<file path="src/rtl/lt_pkg.sv">
package lt_pkg;
  localparam int DATA_W = 32;
  localparam int SEL_W  = 3;
  localparam int MASK_BIT = 16;
  localparam int PER_BIT  = 17;

  typedef enum logic [1:0] {
    A_INIT = 2'd0,
    A_CUR  = 2'd1,
    A_DIV  = 2'd2,
    A_ENT  = 2'd3
  } reg_addr_e;

  // shift = (k + 1) mod 8, k gathered from bits 3,1,0
  function automatic logic [SEL_W-1:0] div_shift(input logic [3:0] cfg);
    return {cfg[3], cfg[1:0]} + SEL_W'(1);
  endfunction
endpackage

</file>
<file path="src/rtl/lt_prescaler.sv">
module lt_prescaler
  import lt_pkg::*;
#(
  parameter int PRESC_W = (1 << SEL_W) - 1
) (
  input  logic       clk_i,
  input  logic       rst_ni,
  input  logic       restart_i,
  input  logic       run_i,
  input  logic [3:0] div_cfg_i,
  output logic       tick_o
);
  logic [SEL_W-1:0]   shift_q;
  logic [PRESC_W-1:0] presc_q;
  logic [PRESC_W:0]   ratio;
  logic [PRESC_W-1:0] ratio_m1;

  assign ratio    = (PRESC_W + 1)'(1) << shift_q;
  assign ratio_m1 = PRESC_W'(ratio - (PRESC_W + 1)'(1));
  assign tick_o   = run_i && !restart_i && (presc_q == ratio_m1);

  always_ff @(posedge clk_i or negedge rst_ni) begin
    if (!rst_ni) begin
      shift_q <= div_shift(4'd0);
      presc_q <= '0;
    end else if (restart_i) begin
      shift_q <= div_shift(div_cfg_i);
      presc_q <= '0;
    end else if (run_i) begin
      if (presc_q == ratio_m1) begin
        presc_q <= '0;
        shift_q <= div_shift(div_cfg_i); // new ratio only at rollover
      end else begin
        presc_q <= presc_q + PRESC_W'(1);
      end
    end
  end

  p_presc_bound_r1: assert property (@(posedge clk_i) disable iff (!rst_ni)
    presc_q <= ratio_m1);
  p_presc_hold_r9: assert property (@(posedge clk_i) disable iff (!rst_ni)
    (!restart_i && (presc_q != ratio_m1)) |=> $stable(shift_q));
endmodule

</file>
<file path="src/rtl/lt_countdown.sv">
module lt_countdown #(
  parameter int CNT_W = 32
) (
  input  logic             clk_i,
  input  logic             rst_ni,
  input  logic             restart_i,
  input  logic [CNT_W-1:0] load_val_i,
  input  logic [CNT_W-1:0] reload_val_i,
  input  logic             tick_i,
  input  logic             periodic_i,
  output logic [CNT_W-1:0] cnt_o,
  output logic             run_o,
  output logic             expire_o
);
  logic [CNT_W-1:0] cnt_q;
  logic             run_q;

  assign expire_o = tick_i && !restart_i && (cnt_q == CNT_W'(1));
  assign cnt_o    = cnt_q;
  assign run_o    = run_q;

  always_ff @(posedge clk_i or negedge rst_ni) begin
    if (!rst_ni) begin
      cnt_q <= '0;
      run_q <= 1'b0;
    end else if (restart_i) begin
      cnt_q <= load_val_i;
      run_q <= (load_val_i != '0);
    end else if (tick_i) begin
      if (cnt_q == CNT_W'(1)) begin
        if (periodic_i && reload_val_i != '0) begin
          cnt_q <= reload_val_i;
        end else begin
          cnt_q <= '0;
          run_q <= 1'b0;
        end
      end else begin
        cnt_q <= cnt_q - CNT_W'(1);
      end
    end
  end

  p_restart_load_r2: assert property (@(posedge clk_i) disable iff (!rst_ni)
    restart_i |=> cnt_q == $past(load_val_i));
  p_stop_zero_r3: assert property (@(posedge clk_i) disable iff (!rst_ni)
    !run_q |-> cnt_q == '0);
  p_oneshot_stop_r5: assert property (@(posedge clk_i) disable iff (!rst_ni)
    (expire_o && !periodic_i) |=> !run_q);
endmodule

</file>
<file path="src/rtl/lt_pending.sv">
module lt_pending #(
  parameter int PEND_W = 4
) (
  input  logic clk_i,
  input  logic rst_ni,
  input  logic clr_i,
  input  logic inc_i,
  input  logic deliver_en_i,
  input  logic ack_i,
  output logic req_o
);
  localparam logic [PEND_W-1:0] PEND_MAX = '1;

  logic [PEND_W-1:0] pend_q;
  logic              dlv;

  assign req_o = (pend_q != '0) && deliver_en_i;
  assign dlv   = req_o && ack_i;

  always_ff @(posedge clk_i or negedge rst_ni) begin
    if (!rst_ni) begin
      pend_q <= '0;
    end else if (clr_i) begin
      pend_q <= '0;
    end else if (inc_i && !dlv) begin
      if (pend_q != PEND_MAX) pend_q <= pend_q + PEND_W'(1);
    end else if (dlv && !inc_i) begin
      pend_q <= pend_q - PEND_W'(1);
    end
  end

  p_pend_dec_r6: assert property (@(posedge clk_i) disable iff (!rst_ni)
    (!clr_i && dlv && !inc_i) |=> pend_q == $past(pend_q) - PEND_W'(1));
  p_pend_sat_r6: assert property (@(posedge clk_i) disable iff (!rst_ni)
    (!clr_i && inc_i && !dlv) |=> pend_q != '0);
endmodule

</file>
<file path="src/rtl/lvt_timer.sv">
module lvt_timer
  import lt_pkg::*;
#(
  parameter int CNT_W  = 32,
  parameter int VEC_W  = 8,
  parameter int PEND_W = 4
) (
  input  logic              clk_i,
  input  logic              rst_ni,
  input  logic              sw_en_i,
  input  logic              wr_en_i,
  input  logic [1:0]        wr_addr_i,
  input  logic [DATA_W-1:0] wr_data_i,
  input  logic [1:0]        rd_addr_i,
  output logic [DATA_W-1:0] rd_data_o,
  output logic              irq_req_o,
  output logic [VEC_W-1:0]  irq_vec_o,
  input  logic              irq_ack_i
);
  logic [CNT_W-1:0] init_q;
  logic [3:0]       div_q;
  logic [VEC_W-1:0] vec_q;
  logic             mask_q, per_q;
  logic             wr_init, wr_div, wr_ent;
  logic             tick, run, expire;
  logic [CNT_W-1:0] cnt;

  assign wr_init = wr_en_i && (wr_addr_i == A_INIT);
  assign wr_div  = wr_en_i && (wr_addr_i == A_DIV);
  assign wr_ent  = wr_en_i && (wr_addr_i == A_ENT);

  always_ff @(posedge clk_i or negedge rst_ni) begin
    if (!rst_ni) begin
      init_q <= '0;
      div_q  <= '0;
      vec_q  <= '0;
      mask_q <= 1'b1;
      per_q  <= 1'b0;
    end else begin
      if (wr_init) init_q <= wr_data_i[CNT_W-1:0];
      if (wr_div)  div_q  <= wr_data_i[3:0];
      if (wr_ent) begin
        vec_q  <= wr_data_i[VEC_W-1:0];
        per_q  <= wr_data_i[PER_BIT];
        mask_q <= wr_data_i[MASK_BIT] | !sw_en_i;
      end else if (!sw_en_i) begin
        mask_q <= 1'b1;
      end
    end
  end

  lt_prescaler u_presc (
    .clk_i     (clk_i),
    .rst_ni    (rst_ni),
    .restart_i (wr_init),
    .run_i     (run),
    .div_cfg_i (div_q),
    .tick_o    (tick)
  );

  lt_countdown #(.CNT_W(CNT_W)) u_cnt (
    .clk_i        (clk_i),
    .rst_ni       (rst_ni),
    .restart_i    (wr_init),
    .load_val_i   (wr_data_i[CNT_W-1:0]),
    .reload_val_i (init_q),
    .tick_i       (tick),
    .periodic_i   (per_q),
    .cnt_o        (cnt),
    .run_o        (run),
    .expire_o     (expire)
  );

  lt_pending #(.PEND_W(PEND_W)) u_pend (
    .clk_i        (clk_i),
    .rst_ni       (rst_ni),
    .clr_i        (wr_init || !sw_en_i),
    .inc_i        (expire),
    .deliver_en_i (sw_en_i && !mask_q),
    .ack_i        (irq_ack_i),
    .req_o        (irq_req_o)
  );

  assign irq_vec_o = vec_q;

  always_comb begin
    rd_data_o = '0;
    case (reg_addr_e'(rd_addr_i))
      A_INIT: rd_data_o[CNT_W-1:0] = init_q;
      A_CUR:  rd_data_o[CNT_W-1:0] = cnt;
      A_DIV:  rd_data_o[3:0]       = div_q;
      A_ENT: begin
        rd_data_o[VEC_W-1:0] = vec_q;
        rd_data_o[MASK_BIT]  = mask_q;
        rd_data_o[PER_BIT]   = per_q;
      end
      default: rd_data_o = '0;
    endcase
  end

  p_mask_off_r7: assert property (@(posedge clk_i) disable iff (!rst_ni)
    !sw_en_i |=> mask_q);
  p_no_req_masked_r6: assert property (@(posedge clk_i) disable iff (!rst_ni)
    mask_q |-> !irq_req_o);
endmodule

</file>
<file path="config.mk">
export PLATFORM = sky130hd
export DESIGN_NAME = lvt_timer
export DESIGN_NICKNAME = d
export VERILOG_FILES = /design/src/rtl/lt_pkg.sv /design/src/rtl/lt_prescaler.sv /design/src/rtl/lt_countdown.sv /design/src/rtl/lt_pending.sv /design/src/rtl/lvt_timer.sv
export SDC_FILE = /design/constraint.sdc
export NUM_CORES = 1
export LEC_CHECK = 0
export BUFFER_PORTS_ARGS = -buffer_cell sky130_fd_sc_hd__buf_2
export CAP_MARGIN = 10
export CORE_ASPECT_RATIO = 0.8
export CORE_UTILIZATION = 58
export DETAILED_ROUTE_END_ITERATION = 12
export GPL_TIMING_DRIVEN = 0
export PLACE_DENSITY = 0.92
export REMOVE_ABC_BUFFERS = 1
export SLEW_MARGIN = 20
export SYNTH_ARGS = -nofsm -noshare
export SYNTH_HDL_FRONTEND = slang
export SYNTH_HIERARCHICAL = 1
export SYNTH_SLANG_ARGS = --single-unit
</file>
<file path="constraint.sdc">
create_clock -name clk_i -period 4.34 [get_ports clk_i]
set_clock_uncertainty 0.2 [all_clocks]
set_input_delay 0.651 -clock clk_i [delete_from_list [all_inputs] [get_ports clk_i]]
set_output_delay 0.651 -clock clk_i [all_outputs]
set_load 0.01 [all_outputs]
</file>
==> insert_results.sql <==
INSERT INTO impl_metrics (metric_group, metric, value, unit) VALUES
('power_and_ir_drop', 'power_density', '549', 'mW/mm2'),
('die', 'floorplan.die_area', '0.0105', 'mm2'),
('route', 'drt_first_iter_violations', '397', ''),
('hold_path', 'hold_path_class', 'register to register', ''),
('sta', 'totalNegativeSetupSlack', '0', 'ps'),
('worst_setup_path', 'critPathMaxFanout', '14', ''),
('logic_synthesis', 'mean_cell_area_of_the_mapped_netlist', '10.1', 'um2'),
('route', 'postRouteWirelength', '15.4', 'mm'),
('sta', 'setup_repair_after_global_routing_missed_its_margin', 'false', ''),
('worst_setup_path', 'critical_path_class', 'register to register', ''),
('layout', 'count_of_non_filler_cells_in_the_finished_layout', '791', ''),
('sta', 'tightestPinTransition', '1170', 'ps'),
('logic_synthesis', 'synth_seq_area_share', '40.0', '%'),
('layout', 'syn2layout_area_growth', '15.0', '%'),
('sta', 'holdWs', '299', 'ps'),
('route', 'postRouteAntennaNets', '0', ''),
('logic_synthesis', 'ys_ff_latch', '93', ''),
('logic_synthesis', 'synth_top_flop_cell', 'sky130_fd_sc_hd__dfrtp_1', ''),
('route', 'vias', '5160', ''),
('clock_network', 'number_of_cts_inserted_buffers', '9', ''),
('logic_synthesis', 'async_reset_ff_share', '100', '%'),
('sta', 'setup_violations', '0', ''),
('worst_setup_path', 'timing.critical_path.slowest_stage_cell', 'sky130_fd_sc_hd__or4_4', ''),
('place', 'dp_cells', '773', ''),
('sta', 'timing_max_transition_violations_final', '0', ''),
('layout', 'layout.core_utilization', '69.2', '%'),
('logic_synthesis', 'synth-edff-count', '0', ''),
('place', 'number_of_buffer_cells_added_on_primary_ports', '81', ''),
('logic_synthesis', 'netlist_area', '0.00583', 'mm2'),
('global_route', 'largest_net_degree_at_the_start_of_global_routing', '62', ''),
('place', 'detailed_place_hpwl', '10.8', 'mm'),
('flow_run', 'drv_cap', '0', ''),
('route', 'detail_route.drc_violations', '0', ''),
('sta', 'max_freq', '242', 'MHz'),
('clock_network', 'htree_levels', '3', ''),
('logic_synthesis', 'synthCells', '577', ''),
('layout', 'layout_commonest_cell', 'sky130_fd_sc_hd__dfrtp_1', ''),
('clock_network', 'tritoncts_num_sinks', '93', ''),
('worst_setup_path', 'worst-path-buf-inv', '2', ''),
('global_route', 'grt_pass1_wl', '25.1', 'mm'),
('layout', 'number_of_filler_cells_placed_in_the_layout', '742', ''),
('global_route', 'grt.overflow.total', '0', ''),
('power_and_ir_drop', 'power.ir.vdd_worst', '0.000260', 'V'),
('global_route', 'grt.total_usage', '30.8', '%'),
('worst_setup_path', 'worst_ep_required_time', '4420', 'ps'),
('global_route', 'grtUsageMet2', '50.7', '%'),
('route', 'post_drt_wl_per_cell', '19.4', 'um'),
('clock_network', 'cts_tree', 'done', ''),
('clock_network', 'clk_pin_slew_worst_paths', '70', 'ps'),
('global_route', 'grt_busiest_layer', 'met2', ''),
('die', 'placeable_core_area', '0.00969', 'mm2'),
('clock_network', 'clock_tree.root_cell', 'sky130_fd_sc_hd__clkbuf_16', ''),
('place', 'place_congestion', '0.901', ''),
('worst_setup_path', 'crit_family', 'simple AND/OR/NAND/NOR gates', ''),
('sta', 'final.period_utilization', '95.2', '%'),
('global_route', 'grt_pass1_vias', '5227', ''),
('logic_synthesis', 'netlist-cell-type-count', '62', ''),
('worst_setup_path', 'critical_path.endpoint_type', 'register', ''),
('layout', 'post_route_cells_drive_above_1_share', '28.2', '%'),
('outcome', 'status', 'finished clean', ''),
('layout', 'n_antenna_cell', '0', ''),
('logic_synthesis', 'yosys_warnings', '6', ''),
('layout', 'layout_common_cells', '90 x sky130_fd_sc_hd__dfrtp_1, 81 x sky130_fd_sc_hd__buf_2, 47 x sky130_fd_sc_hd__nor2_1', ''),
('die', 'rows', '32', ''),
('die', 'die_y', '91.7', 'um'),
('clock_network', 'ctsLongestPathBuffers', '2', ''),
('sta', 'period_minus_slack', '4130', 'ps'),
('route', 'drt-pass1-iter-count', '5', ''),
('layout', 'final_net_count', '698', ''),
('global_route', 'grt_util_met3', '7.47', '%'),
('route', 'viasPerCell', '6.52', '');
cell usage after synthesis (3+ instances only):
library cell / count / area share, %
sky130_fd_sc_hd__a21oi_1: 34 / 2.9
sky130_fd_sc_hd__and3_1: 3 / 0.32
sky130_fd_sc_hd__buf_1: 6 / 0.39
sky130_fd_sc_hd__buf_2: 6 / 0.52
sky130_fd_sc_hd__buf_6: 7 / 1.4
sky130_fd_sc_hd__clkbuf_1: 11 / 0.71
sky130_fd_sc_hd__dfrtp_1: 91 / 39
sky130_fd_sc_hd__ha_1: 6 / 1.3
sky130_fd_sc_hd__inv_1: 9 / 0.58
sky130_fd_sc_hd__mux2_1: 3 / 0.58
sky130_fd_sc_hd__mux2_2: 44 / 8.5
sky130_fd_sc_hd__mux2i_1: 30 / 5.2
sky130_fd_sc_hd__mux4_2: 5 / 1.9
sky130_fd_sc_hd__nand2_1: 44 / 2.8
sky130_fd_sc_hd__nand2b_1: 3 / 0.32
sky130_fd_sc_hd__nand3_1: 6 / 0.52
sky130_fd_sc_hd__nand4_1: 10 / 1.1
sky130_fd_sc_hd__nor2_1: 48 / 3.1
sky130_fd_sc_hd__nor2b_1: 4 / 0.43
sky130_fd_sc_hd__nor3_1: 14 / 1.2
sky130_fd_sc_hd__nor3b_1: 29 / 3.7
sky130_fd_sc_hd__nor4_1: 25 / 2.7
sky130_fd_sc_hd__o211ai_1: 28 / 3.6
sky130_fd_sc_hd__o21ai_0: 9 / 0.77
sky130_fd_sc_hd__o2bb2ai_1: 6 / 0.90
sky130_fd_sc_hd__o31ai_1: 3 / 0.39
sky130_fd_sc_hd__or3_1: 7 / 0.75
sky130_fd_sc_hd__or4_1: 6 / 0.77
sky130_fd_sc_hd__or4_4: 3 / 0.58
sky130_fd_sc_hd__xnor2_1: 27 / 4.1
sky130_fd_sc_hd__xor2_1: 10 / 1.5
metrics by stage:
stage / worst slack, ps / total power (uW) / instance area (um2)
3_5_place_dp: -433 / 2820 / 6360
2_1_floorplan: -1820 / 2370 / 5640
5_1_grt: 41.0 / 3880 / 6700
4_1_cts: 20.9 / 3650 / 6680
3_3_place_gp: -4350 / 2700 / 6210
6_report: 210 / 3680 / 6700
path summary, 6_finish.rpt:
check                                                    start  slack (ps)  cells past startpoint                        endpoint
min in group asynchronous                               rst_ni         550                      2    u_pend/pend_q[2]$_DFFE_PN0P_
worst max-delay path            u_presc/presc_q[3]$_DFFE_PN0P_         210                     14    u_pend/pend_q[3]$_DFFE_PN0P_
max in group asynchronous                               rst_ni        2770                      3              mask_q$_DFFE_PN1P_
worst min register to register            div_q[0]$_DFFE_PN0P_         300                      1  u_presc/shift_q[0]$_DFFE_PN1P_
worst max register to register  u_presc/presc_q[3]$_DFFE_PN0P_         210                     14    u_pend/pend_q[3]$_DFFE_PN0P_
worst min-delay path                      div_q[0]$_DFFE_PN0P_         300                      1  u_presc/shift_q[0]$_DFFE_PN1P_
sequential cells by signal, indices dropped and copies added (netlist names), 3 cells and up:
signal and cells:
u_pend/pend_q 4, init_q 32, u_presc/shift_q 3, u_cnt/cnt_o 32, irq_vec_o 8, u_presc/presc_q 7, div_q 4
per-layer routing:
| layer | up-vias | wire length [um] | share of wire (%) |
|---|---|---|---|
| met4 | 0 | 442 | 2.9 |
| met5 | - | 0 | 0 |
| li1 | 2277 | - | - |
| met2 | 292 | 7460 | 49 |
| met3 | 47 | 1230 | 8.0 |
| met1 | 2544 | 6230 | 41 |
kinds of logic after synthesis:
| group | share of synthesized area [%] |
|---|---|
| fa+ha+maj | 1.63 |
| flops | 40.0 |
| buf+inv | 3.80 |
| compound gates | 11.6 |
| xor+xnor | 5.56 |
| mux | 16.7 |
| simple gates | 20.8 |
report_power, final:
part / internal (uW) / total, uW / leakage (uW) / switching, uW
Sequential: 1130 / 1540 / 0.00113 / 407
Clock: 464 / 809 / 0.000142 / 345
Combinational: 654 / 1330 / 0.00147 / 679
area by class of cell:
| cell class | count | area, um2 | share of cell area, % |
|---|---|---|---|
| clock buffer | 11 | 243 | 3.62 |
| clock inverter | 5 | 58.8 | 0.878 |
| inverter | 9 | 33.8 | 0.504 |
| multi-input combinational | 443 | 3300 | 49.3 |
| sequential | 93 | 2330 | 34.8 |
| tap | 136 | 170 | 2.54 |
| timing repair buffer | 94 | 563 | 8.40 |
worst reg2reg max path: stages (launching register included):
cell and delay, ps:
sky130_fd_sc_hd__dfrtp_1 460, sky130_fd_sc_hd__or4_4 550, sky130_fd_sc_hd__o211ai_2 110, sky130_fd_sc_hd__nand4_4 180, sky130_fd_sc_hd__nor4_4 420, sky130_fd_sc_hd__buf_4 290, sky130_fd_sc_hd__inv_1 170, sky130_fd_sc_hd__nor2_4 190
sky130_fd_sc_hd__and3_2 290, sky130_fd_sc_hd__o21ai_2 120, sky130_fd_sc_hd__ha_1 310, sky130_fd_sc_hd__a21o_2 210, sky130_fd_sc_hd__a21oi_1 160, sky130_fd_sc_hd__mux4_2 320, sky130_fd_sc_hd__nor2_1 100
what timing repair did:
item | CTS | global route
hold endpoints to repair | 31 | 0
resized for setup | 3 | 4
buffers inserted | 0 | 2
setup endpoints to repair | 31 | 2
hold buffers | 1 | 0
pin swaps | 0 | 1
(Power assumes the default switching activity.)
